## src/rtl/tcd_pkg.sv

```systemverilog
package tcd_pkg;
    typedef enum logic {
        ST_IDLE = 1'b0,
        ST_HALF = 1'b1
    } tcd_state_e;

    localparam int WORD_W   = 16;
    localparam int IDX_W    = 5;
    localparam int RDATA_W  = 8;
    localparam logic [1:0] KIND_REG  = 2'b10;
    localparam logic [1:0] CODE_VRAM = 2'b01;
    localparam logic [1:0] CODE_CRAM = 2'b11;
endpackage

```

## src/rtl/tcd_regfile.sv

```systemverilog
module tcd_regfile
    import tcd_pkg::*;
#(
    parameter int NUM_REGS = 24,
    parameter int EN_REG   = 1,
    parameter int EN_BIT   = 4
) (
    input  logic               clk,
    input  logic               rst_n,
    input  logic               we,
    input  logic [IDX_W-1:0]   wr_idx,
    input  logic [RDATA_W-1:0] wr_val,
    input  logic [IDX_W-1:0]   rd_idx,
    output logic [RDATA_W-1:0] rd_val,
    output logic               dma_en
);
    localparam int FLAT_W = NUM_REGS * RDATA_W;

    logic [FLAT_W-1:0] flat;

    for (genvar i = 0; i < NUM_REGS; i++) begin : g_reg
        logic [RDATA_W-1:0] r_q;
        always_ff @(posedge clk) begin
            if (!rst_n)
                r_q <= '0;
            else if (we && (wr_idx == IDX_W'(i)))
                r_q <= wr_val;
        end
        assign flat[i*RDATA_W +: RDATA_W] = r_q;
    end

    always_comb begin
        rd_val = '0;
        for (int i = 0; i < NUM_REGS; i++) begin
            if (rd_idx == IDX_W'(i))
                rd_val = flat[i*RDATA_W +: RDATA_W];
        end
    end

    assign dma_en = flat[EN_REG*RDATA_W + EN_BIT];
endmodule

```

## src/rtl/tcd_cmd_fsm.sv

```systemverilog
module tcd_cmd_fsm
    import tcd_pkg::*;
#(
    parameter int REQ_BIT = 7
) (
    input  logic               clk,
    input  logic               rst_n,
    input  logic               wr_en,
    input  logic [WORD_W-1:0]  wr_data,
    input  logic               rd_en,
    input  logic               dma_en,
    output logic               reg_we,
    output logic [IDX_W-1:0]   reg_idx,
    output logic [RDATA_W-1:0] reg_data,
    output logic               cmd_valid,
    output logic               dma_start,
    output logic [WORD_W-1:0]  dest_addr,
    output logic [1:0]         acc_code,
    output logic               pending
);
    localparam int LO_W = WORD_W - 2;

    tcd_state_e     state_q, state_d;
    logic [LO_W-1:0] lo_addr_q;
    logic [1:0]      code_q;
    logic            is_reg_wr;

    assign is_reg_wr = (wr_data[WORD_W-1 -: 2] == KIND_REG);
    assign pending   = (state_q == ST_HALF);

    // Next-state logic: IDLE_REG, IDLE_FIRST, HALF_SECOND, HALF_ABORT
    always_comb begin
        state_d = state_q;
        unique case (state_q)
            ST_IDLE: if (wr_en && !is_reg_wr) state_d = ST_HALF;
            ST_HALF: if (wr_en || rd_en)      state_d = ST_IDLE;
            default: state_d = ST_IDLE;
        endcase
    end

    always_ff @(posedge clk) begin
        if (!rst_n) state_q <= ST_IDLE;
        else        state_q <= state_d;
    end

    assign reg_we   = wr_en && is_reg_wr && (state_q == ST_IDLE);
    assign reg_idx  = wr_data[8 +: IDX_W];
    assign reg_data = wr_data[RDATA_W-1:0];

    always_ff @(posedge clk) begin
        if (!rst_n) begin
            lo_addr_q <= '0;
            code_q    <= '0;
            dest_addr <= '0;
            acc_code  <= '0;
            cmd_valid <= 1'b0;
            dma_start <= 1'b0;
        end else begin
            cmd_valid <= 1'b0;
            dma_start <= 1'b0;
            if (state_q == ST_IDLE && wr_en && !is_reg_wr) begin
                lo_addr_q <= wr_data[LO_W-1:0];
                code_q    <= wr_data[WORD_W-1 -: 2];
            end
            if (state_q == ST_HALF && wr_en) begin
                dest_addr <= {wr_data[1:0], lo_addr_q};
                acc_code  <= code_q;
                cmd_valid <= 1'b1;
                dma_start <= wr_data[REQ_BIT] && dma_en;
            end
        end
    end

    AST_CMD_ONE_CYCLE: assert property (@(posedge clk) disable iff (!rst_n)
        cmd_valid |=> !cmd_valid);
    AST_START_WITH_CMD: assert property (@(posedge clk) disable iff (!rst_n)
        dma_start |-> cmd_valid);
    AST_READ_DROPS_HALF: assert property (@(posedge clk) disable iff (!rst_n)
        (pending && rd_en && !wr_en) |=> !pending && !cmd_valid);
endmodule

```

## src/rtl/tile_ctl_decoder.sv

```systemverilog
module tile_ctl_decoder
    import tcd_pkg::*;
#(
    parameter int NUM_REGS = 24,
    parameter int EN_REG   = 1,
    parameter int EN_BIT   = 4,
    parameter int REQ_BIT  = 7,
    parameter int BUSY_BIT = 1
) (
    input  logic        clk,
    input  logic        rst_n,
    input  logic        wr_en,
    input  logic [15:0] wr_data,
    input  logic        rd_en,
    output logic [15:0] rd_status,
    input  logic        dma_busy,
    input  logic [4:0]  reg_sel,
    output logic [7:0]  reg_val,
    output logic [15:0] dest_addr,
    output logic [1:0]  acc_code,
    output logic        tgt_vram,
    output logic        tgt_cram,
    output logic        cmd_valid,
    output logic        dma_start
);
    logic               reg_we;
    logic [IDX_W-1:0]   reg_idx;
    logic [RDATA_W-1:0] reg_data;
    logic               dma_en;
    logic               pending;

    tcd_cmd_fsm #(.REQ_BIT(REQ_BIT)) u_fsm (
        .clk       (clk),
        .rst_n     (rst_n),
        .wr_en     (wr_en),
        .wr_data   (wr_data),
        .rd_en     (rd_en),
        .dma_en    (dma_en),
        .reg_we    (reg_we),
        .reg_idx   (reg_idx),
        .reg_data  (reg_data),
        .cmd_valid (cmd_valid),
        .dma_start (dma_start),
        .dest_addr (dest_addr),
        .acc_code  (acc_code),
        .pending   (pending)
    );

    tcd_regfile #(.NUM_REGS(NUM_REGS), .EN_REG(EN_REG), .EN_BIT(EN_BIT)) u_regs (
        .clk    (clk),
        .rst_n  (rst_n),
        .we     (reg_we),
        .wr_idx (reg_idx),
        .wr_val (reg_data),
        .rd_idx (reg_sel),
        .rd_val (reg_val),
        .dma_en (dma_en)
    );

    always_comb begin
        rd_status           = '0;
        rd_status[BUSY_BIT] = dma_busy;
    end

    assign tgt_vram = (acc_code == CODE_VRAM);
    assign tgt_cram = (acc_code == CODE_CRAM);

    AST_START_NEEDS_EN: assert property (@(posedge clk) disable iff (!rst_n)
        dma_start |-> dma_en);
    AST_REGS_HOLD_IN_HALF: assert property (@(posedge clk) disable iff (!rst_n)
        (pending && wr_en) |=> $stable(dma_en));
endmodule

```

## config.mk

```make
export PLATFORM = sky130hd
export DESIGN_NAME = tile_ctl_decoder
export DESIGN_NICKNAME = d
export VERILOG_FILES = /design/src/rtl/tcd_pkg.sv /design/src/rtl/tcd_regfile.sv /design/src/rtl/tcd_cmd_fsm.sv /design/src/rtl/tile_ctl_decoder.sv
export SDC_FILE = /design/constraint.sdc
export NUM_CORES = 1
export LEC_CHECK = 0
export ABC_AREA = 1
export BUFFER_PORTS_ARGS = -buffer_cell sky130_fd_sc_hd__buf_2
export CAP_MARGIN = 20
export CORE_ASPECT_RATIO = 0.7
export CORE_UTILIZATION = 62
export CTS_BUF_LIST = sky130_fd_sc_hd__clkbuf_4
export CTS_CLUSTER_DIAMETER = 150
export DETAILED_ROUTE_END_ITERATION = 16
export PLACE_DENSITY = 0.82
export RECOVER_POWER = 50
export SLEW_MARGIN = 40
export SYNTH_ARGS = -nofsm -noshare
export SYNTH_HDL_FRONTEND = slang
export SYNTH_SLANG_ARGS = --single-unit
```

## constraint.sdc

```tcl
create_clock -name clk -period 2.05 [get_ports clk]
set_clock_uncertainty 0.05 [all_clocks]
set_input_delay 0 -clock clk [delete_from_list [all_inputs] [get_ports clk]]
set_output_delay 0 -clock clk [all_outputs]
set_load 0.005 [all_outputs]
```

## After elaboration in Yosys (flattened, before gate mapping)

Index checks and enable logic that the tools add are counted.

| storage, ports and cells | value |
|---|---|
| register bits | 229 |
| bits in latches | 0 |
| memory bits (writable) | 0 |
| memory bits (read-only) | 0 |
| word-level logic and storage cells | 145 |
| memories | 0 |

| operators by class | value |
|---|---|
| add/subtract/negate cells | 0 |
| multiply operators | 0 |
| divide/modulo/power cells | 0 |
| order comparisons | 0 |
| equality and inequality tests | 49 |
| shift operators | 0 |
| mux-type cells | 28 |
| bitwise gates (word level) | 1 |
| reductions and logical operators | 36 |

Operators by type and width:

| cell | number |
|---|---|
| $mux 8 | 24 |
| $eq 5x4->1 const B | 16 |
| $eq 5x5->1 const B | 16 |
| $eq 5x3->1 const B | 8 |
| $logic_and 1x1->1 | 31 |
| $eq 5x2->1 const B | 4 |
| $eq 5x1->1 const B | 2 |
| $logic_not 5->1 | 2 |
| $eq 2x2->1 const B | 2 |
| $mux 1 | 3 |
| $eq 2x1->1 const B | 1 |
| $pmux 1 s2 | 1 |
| $reduce_and 2->1 | 1 |
| $logic_not 1->1 | 1 |
| $logic_or 1x1->1 | 1 |
| $not 1->1 | 1 |

## Longest topological paths before layout

| depth | value |
|---|---|
| depth in word-level cells | 25 |
| mapped depth | 18 |
| depth with buffers taken out | 18 |

## Hierarchy

A second synthesis with hierarchy kept.

| unflattened totals | value |
|---|---|
| cell total of the unflattened synthesis | 1502 |
| area total of the unflattened synthesis | 10246.1 µm² |

By module, submodules not included:

| module | times used | cells an instance | area each (µm²) |
|---|---|---|---|
| tcd_regfile | 1 | 1270 | 8545.7 |
| tcd_cmd_fsm | 1 | 211 | 1559.0 |
| tile_ctl_decoder | 1 | 21 | 141.4 |

## Least setup slack after synthesis

No wires, ideal clock.

| timing path | value |
|---|---|
| path kind | register to register |
| start | register u_fsm.state_q, in the netlist u_fsm.pending |
| end | register u_regs.g_reg[11].r_q[5] |
| library setup time | 0.086 ns |
| arrival | 1.539 ns |
| path slack | 0.375 ns |
| cell stages (with the launch flop) | 11 |
| clock period less this slack | 1.675 ns |
| cell sequence | dfxtp_1 -> nor2_2 -> inv_2 -> nor2_2 -> inv_2 -> nor2_2 -> inv_2 -> nor4_4 -> buf_4 -> nor2_1 -> a211oi_1 |

| between the ends | value |
|---|---|
| cells in the longest elaborated chain, start to end | 3 |

RTL lines:

| element | line | text |
|---|---|---|
| start: declaration | tcd_cmd_fsm.sv:23 | `tcd_state_e state_q, state_d;` |
| start signal: assignment | tcd_cmd_fsm.sv:43 | `else state_q <= state_d;` |
| $not 1->1 | tcd_cmd_fsm.sv:46 | `assign reg_we = wr_en && is_reg_wr && (state_q == ST_IDLE);` |
| $logic_and 1x1->1 | tcd_cmd_fsm.sv:46 |  |
| $logic_and 1x1->1 | tcd_regfile.sv:26 | `else if (we && (wr_idx == IDX_W'(i)))` |
| end signal: assignment | tcd_regfile.sv:27 | `r_q <= wr_val;` |
| end: declaration | tcd_regfile.sv:22 | `logic [RDATA_W-1:0] r_q;` |

No other way between the ends.
A chain may end at the register's enable or synchronous reset.

## Worst setup path in the final report

| timing path | value |
|---|---|
| start | register u_regs.g_reg[1].r_q[5] |
| end | output port reg_val[5] |

| between the ends | value |
|---|---|
| cells in the longest elaborated chain, start to end | 23 |

RTL lines:

| element | line | text |
|---|---|---|
| start: declaration | tcd_regfile.sv:22 |  |
| start signal: assignment | tcd_regfile.sv:27 |  |
| $mux 8 (23 in series) | tcd_regfile.sv:35 | `if (rd_idx == IDX_W'(i))` |
| end: declaration | tile_ctl_decoder.sv:18 | `output logic [7:0] reg_val,` |

No other way between the ends.

==> impl_metrics.tcl <==
set metrics [dict create \
    run_status "finished with violations" \
    violations "setup timing" \
    via_per_inst 5.65 \
    worst_pin_slew_ns 1.29 \
    wl_per_cell_um 16.0 \
    diodes 0 \
    slew_viol_final 0 \
    synth_edf_count 0 \
    p_leak_nw 4.60 \
    place_hpwl_um 17600 \
    p_int_mw 6.31 \
    crit_path_end_kind "primary output" \
    period_minus_slack_ns 2.56 \
    wl_um 26900 \
    cts-buffers-inserted 51 \
    syn_to_final_growth_pct 16.6 \
    grt.busiest_layer "met2" \
    drive_gt1_share_pct 18.1 \
    dieWidth_um 151 \
    critPathArrivalTime_ns 2.51 \
    synth_flop_cell "dfxtp_1" \
    p_total_mw 8.50 \
    grt_pass1_vias 8772 \
    first_pass_iters 6 \
    hp-class "in -> reg" \
    cts-root-buf "clkbuf_4" \
    setup_violations 57 \
    clock_power_share_pct 39.5 \
    cts_tree "done" \
    clk_pin_slew_ns 0.07 \
    drc 0 \
    critical_path_required_ns 2.00 \
    slew_headroom_pct 14.1 \
    syn-instance-count 1321 \
    antenna_found_initial 0 \
    synth-async-reset-ratio_pct 0 \
    fin_ws_ns -0.505 \
    start_util_pct 64.7 \
    drtIter0Drc 815 \
    synth-seq-cells 229 \
    h-tree-depth 2 \
    dp_cells 1573 \
    die_h_um 107 \
    synthTopCellsByCount "229 x dfxtp_1, 199 x a21oi_1, 194 x o21ai_0" \
    ant_nets 0 \
    cap_violations 0 \
    placementRows 37 \
    powerDensity_nw_per_um2 752 \
    io_buffers 54 \
    fin_util_pct 75.4 \
    synth-warning-count 0 \
    fin_crit_sh_pct 125 \
    max_freq_mhz 391 \
    yosysMostFrequentCell "dfxtp_1" \
    p_sw_mw 2.19 \
    peakVddDrop_mv 0.467 \
    grt_start_max_net_pins 203 \
    synth_top_area_cell "dfxtp_1" \
    clock_latency_ns 0.63 \
    core_sq_um 15000 \
    ios 72 \
    grt_use_total_pct 33.7 \
    path_max_fanout 2 \
    gr-usage-met3_pct 9.40 \
    clock-sinks 229 \
    ctsLongestPathBuffers 3 \
    layout.cells.non_filler 1685 \
    critical_path_class "reg -> out" \
    fp.dieArea_sq_um 16200 \
    power_frac_seq_pct 53.3 \
    startpoint_type "register" \
    rsz0062_at_grt "true" \
    grt_remaining_overflow 0 \
    netlist_area_sq_um 9700 \
    p_sw_share_pct 25.7 \
    synth.top_cell.area_share_pct 47.3 \
    num_vias 9527 \
    grtUsageMet2_pct 50.7 \
    place_congestion 0.888 \
    synth.distinct_cells 31 \
    hold_violations 0 \
    p_comb_share_pct 7.1 \
    synth-seq-area-share_pct 47.3 \
    synthTopCellsByArea "dfxtp_1 47%, a21oi_1 10%, o21ai_0 10%" \
    grt_pass1_wl_um 43200 \
    syn_area_per_cell_sq_um 7.34 \
    grt_util_met1_pct 46.9 \
    finalNetCount 1483 \
]
-- registers in the layout, indices dropped and copies added, names as in the netlist --
register         flops
u_regs.g.r_q       192
u_fsm.pending        1
u_fsm.code_q         2
u_fsm.lo_addr_q     14
u_fsm.acc_code       2
u_fsm.dma_start      1
u_fsm.cmd_valid      1
u_fsm.dest_addr     16
-- cell families after synthesis --
group,synth area share (%)
AOI/OAI and AO/OA,22.6
buffers and inverters,9.69
DFF,47.3
other,0.0387
and+or+nand+nor,20.4
-- routing by layer --
| layer | routed length (um) | up-vias |
|---|---|---|
| met5 | 0 | - |
| met4 | 600 | 0 |
| met3 | 2620 | 59 |
| met2 | 11600 | 460 |
| met1 | 12100 | 4365 |
| li1 | - | 4643 |
-- layout by cell type (no fill, tap or decap), types with 9 or more instances in the layout --
cell type | synthesis | routed
a211oi_1 | 21 | 21
a21oi_1 | 199 | 199
buf_2 | 20 | 42
buf_4 | 18 | 71
clkbuf_1 | 49 | 12
clkbuf_4 | 0 | 72
clkinv_1 | 1 | 14
conb_1 | 1 | 15
dfxtp_1 | 229 | 220
dfxtp_2 | 0 | 9
dlygate4sd3_1 | 0 | 26
inv_1 | 117 | 117
inv_2 | 16 | 17
nand2_1 | 183 | 178
nand3_1 | 27 | 22
nand4_1 | 42 | 42
nor2_1 | 145 | 137
nor2_2 | 11 | 19
o21ai_0 | 194 | 194
o21ai_1 | 11 | 11
-- stage by stage --
stage / instance area, sq um / setup slack (ns) / TNS, ns / hold WS, ns
finish: 11300 / -0.505 / -4.54 / 0.136
global placement: 10400 / -0.0537 / -0.0917 / -0.0499
detailed placement: 10400 / -0.0922 / -0.168 / -0.0499
floorplan: 9750 / 0.375 / 0 / 0.0308
global route: 11300 / -0.720 / -33.38 / 0.161
CTS: 11300 / -0.530 / -3.35 / 0.105
-- power groups by stage --
stage                     Clock [mW]  Combinational (mW)  Sequential (mW)
after floorplan                    0               0.348             4.63
after global placement             0               0.540             4.63
after detailed placement           0               0.547             4.63
after CTS                       3.39               0.589             4.53
after global routing            3.61               0.658             4.54
final                           3.36               0.607             4.53
-- what timing repair did --
action                                 CTS  global route
hold buffers                            26             0
setup endpoints to repair                8            32
endpoints found under the hold margin  158             0
pin swaps                                1             3
setup buffers                            0             0
gates resized for setup                 12            20
-- path summary, 6_finish.rpt --
kind	slack (ns)	startpoint	endpoint	depth (start not counted)
max reg2reg	-0.10	u_fsm.pending	u_fsm.lo_addr_q[9]	7
max	-0.51	u_regs.g_reg[1].r_q[5]	reg_val[5]	16
min reg2reg	0.40	u_regs.g_reg[13].r_q[7]	u_regs.g_reg[13].r_q[7]	2
min	0.14	wr_data[13]	u_fsm.lo_addr_q[13]	4
-- cell type report --
cell class                      count  area [sq um]
Clock buffer                       72           541
Clock inverter                     14          52.6
Fill cell                        1165          3690
Inverter                          135           509
Multi-Input combinational cell    883          4290
Sequential cell                   229          4600
Tap cell                          195           244
Timing Repair Buffer              157          1080
-- worst max-delay path, cell delays in order (launching register included) --
cell and delay (ns):
dfxtp_1 0.32, nand4_1 0.09, nand2_1 0.07, nor2_2 0.09, nand4_1 0.10, nand2_1 0.09, nand4_1 0.11, nor2_2 0.15
buf_4 0.15, nand4_1 0.10, nor2_2 0.12, nand4_1 0.10, nand2_1 0.08, nand2_1 0.05, nand2_1 0.06, nand4_1 0.06
buf_2 0.13
Note: power is estimated with default switching activity, not from simulation.
